### config.mk
export PLATFORM = sky130hd
export DESIGN_NAME = rx_sync_hunter
export DESIGN_NICKNAME = d
export VERILOG_FILES = /design/src/rtl/rxs_pkg.sv /design/src/rtl/rxs_window.sv /design/src/rtl/rxs_framer.sv /design/src/rtl/rxs_ctrl.sv /design/src/rtl/rx_sync_hunter.sv
export SDC_FILE = /design/constraint.sdc
export NUM_CORES = 1
export LEC_CHECK = 0
export BUFFER_PORTS_ARGS = -buffer_cell sky130_fd_sc_hd__buf_2
export CORE_UTILIZATION = 25
export DETAILED_ROUTE_END_ITERATION = 12
export PLACE_DENSITY = 0.44
export SYNTH_ARGS = -nofsm -noshare
export SYNTH_HDL_FRONTEND = slang
export SYNTH_SLANG_ARGS = --single-unit
### constraint.sdc
create_clock -name clk -period 2.9 [get_ports clk]
set_input_delay 0.145 -clock clk [delete_from_list [all_inputs] [get_ports clk]]
set_output_delay 0.145 -clock clk [all_outputs]
set_load 0.01 [all_outputs]
### src/rtl/rxs_pkg.sv
package rxs_pkg;
  typedef enum logic {
    ST_HUNT = 1'b0,
    ST_SYNC = 1'b1
  } rxs_state_e;
endpackage

### src/rtl/rxs_window.sv
module rxs_window #(
  parameter int SYNC_W = 16,
  parameter int SLEN_W = $clog2(SYNC_W + 1)
) (
  input  logic              clk,
  input  logic              rst,
  input  logic              bit_en,
  input  logic              rx_bit,
  input  logic              clear,
  input  logic [SLEN_W-1:0] len,
  input  logic [SYNC_W-1:0] pattern,
  output logic              match_now
);
  localparam logic [SLEN_W-1:0] FILL_MAX = SLEN_W'(SYNC_W);

  logic [SYNC_W-1:0] win_q;
  logic [SYNC_W-1:0] win_next;
  logic [SYNC_W-1:0] mask;
  logic [SLEN_W-1:0] fill_q;
  logic [SLEN_W-1:0] fill_next;

  for (genvar i = 0; i < SYNC_W; i++) begin : g_mask
    assign mask[i] = (SLEN_W'(i) < len);
  end

  assign win_next  = {win_q[SYNC_W-2:0], rx_bit};
  assign fill_next = (fill_q == FILL_MAX) ? fill_q : fill_q + 1'b1;

  always_ff @(posedge clk) begin
    if (rst) begin
      win_q  <= '0;
      fill_q <= '0;
    end else begin
      if (bit_en) win_q <= win_next;
      if (clear) fill_q <= '0;
      else if (bit_en) fill_q <= fill_next;
    end
  end

  assign match_now = bit_en && !clear && (fill_next >= len) &&
                     ((win_next & mask) == (pattern & mask));

  AST_FILL_SAT: assert property (@(posedge clk) disable iff (rst)
    (fill_q == FILL_MAX && !clear) |=> (fill_q == FILL_MAX));
endmodule

### src/rtl/rxs_framer.sv
module rxs_framer #(
  parameter int CHAR_W = 8,
  parameter int CLEN_W = $clog2(CHAR_W + 1)
) (
  input  logic              clk,
  input  logic              rst,
  input  logic              active,
  input  logic              flush,
  input  logic              bit_en,
  input  logic              rx_bit,
  input  logic [CLEN_W-1:0] len,
  input  logic [CHAR_W-1:0] sync_char,
  input  logic              strip,
  output logic [CHAR_W-1:0] char_data,
  output logic              char_valid,
  output logic              sync_hit
);
  logic [CHAR_W-1:0] sr_q;
  logic [CHAR_W-1:0] shifted;
  logic [CHAR_W-1:0] cmask;
  logic [CHAR_W-1:0] word;
  logic [CLEN_W-1:0] cnt_q;
  logic [CLEN_W-1:0] cnt_inc;
  logic              step;
  logic              done;
  logic              is_sync;
  logic [CHAR_W-1:0] data_q;
  logic              valid_q;

  for (genvar i = 0; i < CHAR_W; i++) begin : g_cmask
    assign cmask[i] = (CLEN_W'(i) < len);
  end

  assign shifted  = {sr_q[CHAR_W-2:0], rx_bit};
  assign word     = shifted & cmask;
  assign cnt_inc  = cnt_q + 1'b1;
  assign step     = active && bit_en && !flush;
  assign done     = step && (cnt_inc >= len);
  assign is_sync  = (word == (sync_char & cmask));
  assign sync_hit = done && is_sync;

  always_ff @(posedge clk) begin
    if (rst) begin
      sr_q    <= '0;
      cnt_q   <= '0;
      data_q  <= '0;
      valid_q <= 1'b0;
    end else begin
      if (flush || !active) begin
        sr_q  <= '0;
        cnt_q <= '0;
      end else if (step) begin
        if (done) begin
          sr_q  <= '0;
          cnt_q <= '0;
        end else begin
          sr_q  <= shifted;
          cnt_q <= cnt_inc;
        end
      end
      valid_q <= done && !(strip && is_sync);
      if (done && !(strip && is_sync)) data_q <= word;
    end
  end

  assign char_data  = data_q;
  assign char_valid = valid_q;

  AST_IDLE_QUIET: assert property (@(posedge clk) disable iff (rst)
    !bit_en |=> !char_valid);
  AST_DATA_HOLD: assert property (@(posedge clk) disable iff (rst)
    !char_valid |-> $stable(char_data));
endmodule

### src/rtl/rxs_ctrl.sv
module rxs_ctrl
  import rxs_pkg::*;
(
  input  logic clk,
  input  logic rst,
  input  logic hunt_cmd,
  input  logic ext_mode,
  input  logic ext_sync,
  input  logic match_now,
  input  logic char_sync_hit,
  output logic in_sync,
  output logic sync_seen
);
  rxs_state_e state_q;
  rxs_state_e state_d;
  logic       enter;
  logic       seen_q;

  assign enter = !hunt_cmd && (state_q == ST_HUNT) &&
                 (ext_mode ? ext_sync : match_now);

  always_comb begin
    state_d = state_q;
    if (hunt_cmd) state_d = ST_HUNT;
    else if (enter) state_d = ST_SYNC;
  end

  always_ff @(posedge clk) begin
    if (rst) begin
      state_q <= ST_HUNT;
      seen_q  <= 1'b0;
    end else begin
      state_q <= state_d;
      seen_q  <= enter || (char_sync_hit && !hunt_cmd);
    end
  end

  assign in_sync   = (state_q == ST_SYNC);
  assign sync_seen = seen_q;

  AST_EXT_ONLY: assert property (@(posedge clk) disable iff (rst)
    (ext_mode && !ext_sync && state_q == ST_HUNT) |=> (state_q == ST_HUNT));
endmodule

### src/rtl/rx_sync_hunter.sv
module rx_sync_hunter #(
  parameter int SYNC_W = 16,
  parameter int CHAR_W = 8,
  localparam int SLEN_W = $clog2(SYNC_W + 1),
  localparam int CLEN_W = $clog2(CHAR_W + 1)
) (
  input  logic              clk,
  input  logic              rst,
  input  logic              bit_en,
  input  logic              rx_bit,
  input  logic [SLEN_W-1:0] cfg_sync_len,
  input  logic [SYNC_W-1:0] cfg_sync_pat,
  input  logic [CLEN_W-1:0] cfg_char_len,
  input  logic              cfg_strip,
  input  logic              cfg_ext_mode,
  input  logic              ext_sync,
  input  logic              hunt_cmd,
  output logic [CHAR_W-1:0] char_data,
  output logic              char_valid,
  output logic              in_sync,
  output logic              sync_seen
);
  localparam logic [SLEN_W-1:0] SLEN_MIN = SLEN_W'(2);
  localparam logic [SLEN_W-1:0] SLEN_MAX = SLEN_W'(SYNC_W);
  localparam logic [CLEN_W-1:0] CLEN_MIN = CLEN_W'(1);
  localparam logic [CLEN_W-1:0] CLEN_MAX = CLEN_W'(CHAR_W);

  logic [SLEN_W-1:0] sync_len_eff;
  logic [CLEN_W-1:0] char_len_eff;
  logic              match_now;
  logic              char_sync_hit;

  always_comb begin
    if (cfg_sync_len < SLEN_MIN)      sync_len_eff = SLEN_MIN;
    else if (cfg_sync_len > SLEN_MAX) sync_len_eff = SLEN_MAX;
    else                              sync_len_eff = cfg_sync_len;
    if (cfg_char_len < CLEN_MIN)      char_len_eff = CLEN_MIN;
    else if (cfg_char_len > CLEN_MAX) char_len_eff = CLEN_MAX;
    else                              char_len_eff = cfg_char_len;
  end

  rxs_window #(.SYNC_W(SYNC_W), .SLEN_W(SLEN_W)) u_window (
    .clk       (clk),
    .rst       (rst),
    .bit_en    (bit_en),
    .rx_bit    (rx_bit),
    .clear     (hunt_cmd),
    .len       (sync_len_eff),
    .pattern   (cfg_sync_pat),
    .match_now (match_now)
  );

  rxs_ctrl u_ctrl (
    .clk           (clk),
    .rst           (rst),
    .hunt_cmd      (hunt_cmd),
    .ext_mode      (cfg_ext_mode),
    .ext_sync      (ext_sync),
    .match_now     (match_now),
    .char_sync_hit (char_sync_hit),
    .in_sync       (in_sync),
    .sync_seen     (sync_seen)
  );

  rxs_framer #(.CHAR_W(CHAR_W), .CLEN_W(CLEN_W)) u_framer (
    .clk        (clk),
    .rst        (rst),
    .active     (in_sync),
    .flush      (hunt_cmd),
    .bit_en     (bit_en),
    .rx_bit     (rx_bit),
    .len        (char_len_eff),
    .sync_char  (cfg_sync_pat[CHAR_W-1:0]),
    .strip      (cfg_strip),
    .char_data  (char_data),
    .char_valid (char_valid),
    .sync_hit   (char_sync_hit)
  );

  AST_VALID_IN_SYNC: assert property (@(posedge clk) disable iff (rst)
    char_valid |-> $past(in_sync));
  AST_HUNT_DROPS: assert property (@(posedge clk) disable iff (rst)
    hunt_cmd |=> (!in_sync && !char_valid));
  AST_ROSE_SEEN: assert property (@(posedge clk) disable iff (rst)
    $rose(in_sync) |-> sync_seen);
endmodule

==> results.md <==
* Post-synthesis sequential area ratio at 35.28%
* Max-slew headroom at 62.40%
* Worst r2r src: u_framer.cnt_q[0]
* Clock Latency Late Sink at 0.30 ns
* CTS tree: yes
* Min-Delay Path Class: input port to flip-flop
* Crit path time final at 2.591 ns
* Hold Fails Final Rpt at 0
* Pwr/cell area at 406.3 nW/um^2
* Die W at 99.64 microns
* RePlAce Congestion at 0.7889
* GRT overflow at 0
* Min-delay src: rx_bit
* Synth Area per Inst at 8.276 sq um
* DP Wirelength at 4.537 mm
* Area grow syn2layout at 18.06%
* Max Cap Violations at 0
* Wl on met1 at 2.981 mm
* Vias in the first global route at 1903
* Total GRT Usage at 12.33%
* Placed cell areas at 2718 sq um
* Worst endpoint data arrival time at 2.83 ns
* Synth area leaders: dfxtp_1 (35%), mux2i_1 (7.1%), xnor2_1 (7.0%)
* Worst-case reg-to-reg path depth at 8
* Hold EP: u_framer.sr_q[0]
* Critical path type: flip-flop to flip-flop
* Fin util at 30.45%
* R2r endpoint: u_framer.char_data[1]
* Crit path cell chain: ha_1 -> xor2_1 -> ha_1 -> nor3_1 -> a211o_1 -> a311o_1 -> or3b_2 -> a21oi_1
* Num ports at 44
* Die area at 9928 sq um
* Worst hold path cell count at 3
* Pin count of the biggest net entering global routing at 28
* Final net count at 368
* Slowest Stage Delay on Critical Path at 0.51 ns
* Crit. End Element: flip-flop
* VDD IR-drop max at 188.2 uV
* Setup_tns at 0 ns
* Fin crit share at 89.35%
* Critical-path top delay cell: or3b_2
* Antenna diode count at 0
* Vias/cell at 4.471
* RSZ-0062 raised after global routing: false
* Design area at 2814 sq um
* Most used cell, CP: ha_1
* Post-CTS Resized at 0
* Max FO, Critical Path at 16
* Die height at 99.64 microns
* Row count at 35
* Status: finished clean
* Crit path buf inv count at 0
* Met3 WL at 196 microns
* Residual DRC at 0
* Flop2flop setup slack at 0.31 ns
* WL met2 at 2.700 mm
* Synth unique cells at 42
* Post-synth EDFFs at 0
* Count of pins over their slew limit at 0
* Tightest Pin Transition at 0.5640 ns
* Layout cells sized above 1 at 19.38%
* CP startpoint kind: flip-flop
* Critical Path RT at 3.13 ns
* CTS Buffer Depth at 2
* Synth area leader: dfxtp_1
* Final wirelength at 5.941 mm
* Leakage power at 1.125 nW
* Clk pin slew, worst setup/hold paths at 0.10 ns
* Max frequency at 0.3859 GHz
* Postcts setup bufs at 0
* Cell count after synthesis at 288
* CTS hold repair buffers at 0
* First-pass detailed-route iteration total at 4
* Initial antenna violation count at 0
* H-tree levels at 2
* Setup violators final at 0
* Num CTS Buffers at 5
* Top Family by Delay on Critical Path: compound AO/OA/AOI/OAI gates
* WL/cell at 13.09 microns
* Initial Util at 25.80%
* Routed Antenna Nets at 0
* Clock Tree Root: clkbuf_8
* Top Metal Used: met4
* Routed via count at 2030
* Flops & latches, synth at 42
* Synth Flop Type: dfxtp_1
* Synth warn at 0
* Initial DRC Count at 84
* Setup Skew at 0.008937 ns
* Global-route wire length before repair at 9.597 mm
* Core Footprint at 9240 sq um
* Post-synthesis async set-or-reset flop share at 0%
* Clock Sinks at 42
* Port Buffers at 43
* Cell Area, Synth at 2384 sq um
* Post-synth top area share at 35.28%
* Post-Syn Nets at 332
[flip-flops by register name, summed over array words and instances, names as in the netlist]
| signal | cells |
|---|---|
| u_ctrl.in_sync | 1 |
| u_ctrl.sync_seen | 1 |
| u_framer.char_data | 8 |
| u_framer.char_valid | 1 |
| u_framer.cnt_q | 4 |
| u_framer.sr_q | 7 |
| u_window.fill_q | 5 |
| u_window.win_q | 15 |
[power breakdown]
group | switching (mW) | total, mW | internal, mW
Clock | 0.232 | 0.411 | 0.179
Combinational | 0.0843 | 0.147 | 0.0627
Sequential | 0.00474 | 0.585 | 0.580
Total | 0.321 | 1.14 | 0.822
[worst min-delay path, stage by stage]
cell	delay, ns
buf_2	0.14
nand3_1	0.07
a21oi_1	0.06
[routing by layer]
layer / vias up / GRT usage, %
met2: 33 / 19.39
met3: 5 / 2.670
met1: 919 / 16.99
met4: 0 / 3.394
met5: - / 0
li1: 1073 / -
[worst max path at each step]
stage	cells after the start	from	slack (ns)	to
global route	8	u_framer.cnt_q[0]	0.13	u_framer.char_data[1]
finish	8	u_framer.cnt_q[0]	0.31	u_framer.char_data[1]
floorplan	9	u_framer.cnt_q[0]	0.64	u_framer.char_data[7]
global placement	8	u_framer.cnt_q[0]	0.41	u_framer.char_data[1]
detailed placement	8	u_framer.cnt_q[0]	0.31	u_framer.char_data[3]
CTS	8	u_framer.cnt_q[0]	0.28	u_framer.char_data[1]
[layout make-up]
cell class	count	area (sq um)
inverters	6	22.52
flip-flops and latches	42	840.8
repair buffers	46	237.7
fillers	1010	6426
multi-input cells	223	1455
clock inverters	3	27.53
clock buffers	5	68.82
well taps	129	161.4
[cell usage in the layout (no fill, tap or decap), types with 3 or more instances in the layout]
master / instances
buf_2: 43
dfxtp_1: 42
nor2_1: 35
a21oi_1: 28
nand2_1: 26
xnor2_1: 19
mux2i_1: 17
xor2_1: 13
nand3_1: 12
ha_1: 11
o21ai_0: 9
inv_1: 6
or3b_2: 5
clkbuf_8: 5
or2_2: 4
nor3_1: 4
o22ai_1: 4
or4_1: 3
a211oi_1: 3
nor2b_1: 3
buf_4: 3
[cells by family after synthesis]
family	count (synthesis)	synth area share, %
AND/OR/NAND/NOR	102	20.68
AO/OA/AOI/OAI	60	15.28
flip-flops	42	35.28
XOR/XNOR	32	11.76
buffers and inverters	23	3.674
multiplexers	17	7.139
adder cells (fa/ha/maj)	12	6.194
[synth_stat cells (4+ instances only)]
master,instances
a21oi_1,28
clkbuf_1,14
dfxtp_1,42
ha_1,11
inv_1,6
mux2i_1,17
nand2_1,26
nand3_1,12
nor2_1,35
nor3_1,4
o21ai_0,9
o22ai_1,4
or2_2,4
or3b_2,5
xnor2_1,19
xor2_1,13
[metrics by stage]
| stage | std cells | setup slack, ns | hold slack [ns] | power, mW |
|---|---|---|---|---|
| floorplan | 288 | 0.6440 | 0.2889 | 0.6904 |
| global placement | 446 | 0.4093 | 0.4404 | 0.7472 |
| detailed placement | 446 | 0.3091 | 0.4452 | 0.7473 |
| CTS | 454 | 0.2846 | 0.1589 | 1.167 |
| global route | 454 | 0.1276 | 0.1675 | 1.210 |
| finish | 454 | 0.3088 | 0.1603 | 1.143 |
No activity file was read; power rests on OpenSTA's default activity.
